## config.mk

```make
export PLATFORM = sky130hd
export DESIGN_NAME = ls_lane_align
export DESIGN_NICKNAME = d
export VERILOG_FILES = /design/src/rtl/ls_lane_align.sv
export SDC_FILE = /design/constraint.sdc
export NUM_CORES = 1
export LEC_CHECK = 0
export BUFFER_PORTS_ARGS = -buffer_cell sky130_fd_sc_hd__buf_2
export CAP_MARGIN = 20
export CELL_PAD_IN_SITES_DETAIL_PLACEMENT = 0
export CELL_PAD_IN_SITES_GLOBAL_PLACEMENT = 1
export CORE_ASPECT_RATIO = 1.25
export CORE_UTILIZATION = 30
export DETAILED_ROUTE_END_ITERATION = 16
export PLACE_DENSITY = 0.84
export SYNTH_ARGS = -nofsm -noshare
export SYNTH_HDL_FRONTEND = slang
export SYNTH_SLANG_ARGS = --single-unit
```

## constraint.sdc

```tcl
create_clock -name vclk -period 6.7
set_input_delay 1.34 -clock vclk [all_inputs]
set_output_delay 1.34 -clock vclk [all_outputs]
set_load 0.005 [all_outputs]
```

## src/rtl/ls_lane_align.sv

```systemverilog
module ls_lane_align (
  input  logic        big_endian,
  input  logic [31:0] base_addr,
  input  logic [15:0] imm_offset,
  input  logic [1:0]  acc_size,
  input  logic        load_unsigned,
  input  logic [31:0] mem_rdata,
  input  logic [31:0] store_src,
  output logic [31:0] eff_addr,
  output logic [31:0] load_data,
  output logic [31:0] store_data,
  output logic [3:0]  byte_en,
  output logic        addr_fault
);

  localparam logic [1:0] SZ_BYTE = 2'b00;
  localparam logic [1:0] SZ_HALF = 2'b01;

  logic [1:0]  ofs;
  logic [1:0]  lane;
  logic        half_hi;
  logic        is_b, is_h, is_w;
  logic [7:0]  byte_v;
  logic [15:0] half_v;

  assign eff_addr = base_addr + {{16{imm_offset[15]}}, imm_offset};
  assign ofs      = eff_addr[1:0];

  assign is_b = (acc_size == SZ_BYTE);
  assign is_h = (acc_size == SZ_HALF);
  assign is_w = !is_b && !is_h;

  assign lane    = big_endian ? ~ofs : ofs;
  assign half_hi = big_endian ? ~ofs[1] : ofs[1];

  assign addr_fault = (is_h && ofs[0]) || (is_w && (ofs != 2'b00));

  assign byte_v = mem_rdata[{lane, 3'b000} +: 8];
  assign half_v = mem_rdata[{half_hi, 4'b0000} +: 16];

  always_comb begin
    if (addr_fault)
      load_data = '0;
    else if (is_b)
      load_data = {{24{byte_v[7] & ~load_unsigned}}, byte_v};
    else if (is_h)
      load_data = {{16{half_v[15] & ~load_unsigned}}, half_v};
    else
      load_data = mem_rdata;
  end

  always_comb begin
    if (addr_fault)
      byte_en = 4'b0000;
    else if (is_b)
      byte_en = 4'b0001 << lane;
    else if (is_h)
      byte_en = 4'b0011 << {half_hi, 1'b0};
    else
      byte_en = 4'b1111;
  end

  assign store_data = is_b ? {4{store_src[7:0]}} :
                      is_h ? {2{store_src[15:0]}} : store_src;

  always_comb begin
    p_fault_quiet_r7: assert (!addr_fault || (byte_en == 4'b0000 && load_data == 32'd0))
      else $error("fault without quiet outputs");
    p_byte_never_faults_r7: assert (!(acc_size == 2'b00) || !addr_fault)
      else $error("byte access faulted");
    p_lane_count_r9: assert (addr_fault ||
                             (acc_size == 2'b00 && $countones(byte_en) == 1) ||
                             (acc_size == 2'b01 && $countones(byte_en) == 2) ||
                             (acc_size[1] && byte_en == 4'b1111))
      else $error("lane enable count wrong");
    p_zero_fill_r4: assert (!(acc_size == 2'b00 && load_unsigned) || load_data[31:8] == 24'd0)
      else $error("unsigned byte load not zero filled");
    p_sign_fill_r5: assert (!(acc_size == 2'b01 && !load_unsigned) ||
                            load_data[31:16] == {16{load_data[15]}})
      else $error("signed half load not sign filled");
    p_byte_replica_r8: assert (!(acc_size == 2'b00) ||
                               (store_data[31:24] == store_data[7:0] &&
                                store_data[23:16] == store_data[7:0] &&
                                store_data[15:8]  == store_data[7:0]))
      else $error("byte store not replicated");
  end

endmodule

```

# After elaboration in Yosys (flattened, before gate mapping)
# Index checks and enable logic that the tools add are counted.
totals:
  ff_bits: 0
  input_bits: 116
  out_inout_bits: 101
  elab_cells: 29
op_classes:
  addsub: 1
  eq_ne: 1
  shifts: 4
  mux: 10
  bitwise_logic: 5
  reduce_logical: 8
op_table:
  columns: ["op", "count"]
  rows:
  - ["$mux W32", 5]
  - ["$add A32 B32 Y32", 1]
  - ["$shiftx A32 B6 Y16", 1]
  - ["$shiftx A32 B6 Y8", 1]
  - ["$mux W4", 3]
  - ["$shl A1 B2 Y4 const A", 1]
  - ["$shl A2 B2 Y4 const A", 1]
  - ["$logic_and A1 B1 Y1", 3]
  - ["$and A1 B1 Y1", 2]
  - ["$eq A2 B1 Y1 const B", 1]
  - ["$logic_not A1 Y1", 2]
  - ["$logic_not A2 Y1", 1]
  - ["$mux W2", 1]
  - ["$not A1 Y1", 2]
  - ["$not A2 Y2", 1]
  - ["$reduce_bool A2 Y1", 1]
  - ["$logic_or A1 B1 Y1", 1]
  - ["$mux W1", 1]

# Longest topological paths before layout
logic_depth:
  depth_word: 8
  depth_mapped: 12
  mapped_depth_nobuf: 11

# Least setup slack after synthesis
# OpenSTA, ideal clock, no wires.
synth_timing:
  path_type: "in2out"
  startpoint: "input base_addr[0]"
  endpoint: "output load_data[21]"
  arrival_time_ns: 3.599
  required_time_ns: 5.360
  slack_ns: 1.761
  cell_stages: 12
  n_path_buf: 3
  cell_sequence: "ha_1 inv_1 fa_1 buf_4 mux4_2 mux2_2 nand2_1 a22o_1 buf_4 o21bai_4 buf_4 a21oi_1"
synth_via:
  elab_chain_len: 8
  word_cells_on_any_way: 16
  classes_between: "add/sub (1); shift (2); mux (5); bitwise (4); reduce/logical (4)"
synth_lines:
  columns: ["item", "line_no", "text"]
  rows:
  - ["start: declaration", "3", "input logic [31:0] base_addr,"]
  - ["$add A32 B32 Y32 (*)", "26", "assign eff_addr = base_addr + {{16{imm_offset[15]}}, imm_offset};"]
  - ["$not A1 Y1", "34", "assign half_hi = big_endian ? ~ofs[1] : ofs[1];"]
  - ["$mux W1", "34", null]
  - ["$shiftx A32 B6 Y16", "39", "assign half_v = mem_rdata[{half_hi, 4'b0000} +: 16];"]
  - ["$and A1 B1 Y1", "47", "load_data = {{16{half_v[15] & ~load_unsigned}}, half_v};"]
  - ["$mux W32", "46", "else if (is_h)"]
  - ["$mux W32", "44", "else if (is_b)"]
  - ["$mux W32 (*)", "42", "if (addr_fault)"]
  - ["end: declaration", "10", "output logic [31:0] load_data,"]
# Mark *: on every way between the ends. The rest lies on a longest branch, timed or not.

# Worst setup path in the final report
# Same ends and word-level chain as after synthesis.

==> qor.yml <==
fmax_mhz: 184.1
cp.depth: 11
hold_end: "store_data[0]"
route.detailed.drc: 0
layout_setup_ws_ns: 1.269
grt_pass1_wl_um: 18890
utilization_pct: 41.65
drv_cap: 0
start_util_pct: 31.14
ctsResizeCount: 0
place.gp.congestion: 0.9385
setup_violations: 0
slowest_stage: "fa_1"
row_count: 41
core-area_um2: 10210
worstSetupPathType: "in2out"
syn_avg_cell_area_um2: 6.942
final_layout_size_suffix_gt1_share_pct: 39.62
synthToLayoutAreaGrowth_pct: 33.73
comb_power_share_pct: 100.0
place_ws_ns: 1.263
critPathMaxStageDelay_ns: 0.55
final_common_cell: "buf_2"
min_from: "store_src[0]"
ir_drop_v: 0.00004921
power.leakage_uw: 0.002246
crit_required_ns: 5.36
yosysUniqueCellTypes: 50
register_area_um2: 0
post_cts_buffers: 0
die_width_um: 94.08
maxSlewHeadroom_pct: 35.08
seq_cell_count: 0
worstSetupStartpointType: "input port"
power.switching_uw: 233.7
clkPwrFrac_pct: 0
wl_um: 12140
crit_buf_inv: 3
io_buffers: 217
netlist.area_leader.share_pct: 12.20
finalCriticalPeriod_ns: 5.431
die_h_um: 117.1
crit_family: "compound AO/OA/AOI/OAI gates"
crit_fanout: 16
detail-route-antenna-nets: 0
cp_common_cell: "buf_2"
synth_area_um2: 3179
wl_per_cell_um: 15.80
hold_path_class: "in2out"
cp.arrival_ns: 4.09
synth.area.top_cells: "ha_1, mux4_2, a21oi_1, xnor2_1, nand2_1"
drtPass1Iterations: 4
dieArea_um2: 11020
fin_setup_tns_ns: 0
syn_inst: 458
num-nets-final: 786
internal_power_uw: 212.3
grt_max_degree: 54
ctsHoldBuffers: 0
antenna_found_initial: 3
yosys.area.top_type: "ha_1"
seqPwrFrac_pct: 0
dp_hpwl_um: 10100
yosys_warnings: 0
overflow: 0
synth_nets: 606
yosysSeqAreaShare_pct: 0
whs_path_depth: 2
fin_crit_sh_pct: 81.06
final_hold_viol_count: 0
p_sw_share_pct: 52.40
fill_cells: 1115
drt_iter0_drc: 118
vias_per_cell: 5.358
ioPinCount: 217
path_cells: "buf_2, ha_1, inv_1, fa_1, mux4_2, mux2_2, nand2_1, a22o_1, o21bai_4, a21oi_1, buf_2"
layout_common_cells: "buf_2, a21oi_1, nand2_1"
power-per-cell-area_nw_per_um2: 104.9
slew_viol_final: 0
tightest_slew_ns: 0.9737
holdWs_ns: 2.893
vias: 4115
grt_pass1_vias: 3858
rsz0062_at_grt: "no"
n_clock_buffer: 0
globalRouteTotalUtil_pct: 21.27
status: "complete, no violations"
end_kind: "output pin"
==> worst max path at each step <==
stage | start | slack, ns | to
finish | base_addr[0] | 1.27 | load_data[21]
global route | base_addr[0] | 1.02 | load_data[4]
CTS | base_addr[0] | 1.25 | load_data[16]
detailed placement | base_addr[0] | 1.26 | load_data[16]
global placement | base_addr[0] | 1.35 | load_data[19]
floorplan | base_addr[0] | 1.76 | load_data[21]
==> through the flow <==
stage,power (µW),cells,cell area (µm²)
after global routing,495.9,768,4252
after floorplan,279.0,458,3179
final,446.0,768,4252
after CTS,447.5,765,4244
after global placement,440.7,765,4244
after detailed placement,444.2,765,4244
==> synthesized netlist by cell type (11+ instances only) <==
cell and n:
a21oi_1 66, nand2_1 46, nor2_1 40, ha_1 31
clkbuf_1 25, inv_1 24, o21ai_0 22, xnor2_1 21
mux2i_1 17, a21o_1 16, mux4_2 16, buf_4 11
nand3_1 11
==> final cells by class <==
cell class,count,area (µm²),share of cell area (%)
repair buffers,219,1101,25.90
multi-input cells,393,2892,68.01
inverters,24,90.09,2.119
diodes,3,7.507,0.1766
well taps,129,161.4,3.796
==> cell families (layout without fill, tap and decap cells) <==
family,after synthesis,count (layout),share of synthesized area (%)
AO/OA/AOI/OAI,161,161,31.92
XOR/XNOR,30,30,8.265
adder cells (fa/ha/maj),32,32,12.83
buffers and inverters,65,243,9.052
multiplexers,42,42,19.87
other,0,3,0
AND/OR/NAND/NOR,128,128,18.06
==> per-layer routing <==
metal | vias to the layer above | track usage [%] | wire, µm
met1 | 1863 | 24.13 | 4762
met3 | 14 | 1.809 | 856
li1 | 2033 | - | -
met2 | 205 | 42.87 | 6326
met4 | 0 | 3.897 | 191
met5 | - | 0 | 0
==> power by group through the flow <==
stage	clock network [µW]	logic [µW]	registers, µW
floorplan	0	279	0
global placement	0	441	0
detailed placement	0	444	0
CTS	0	447	0
global route	0.0000599	496	0
finish	0.0000600	446	0
No activity file was read; power rests on OpenSTA's default activity.
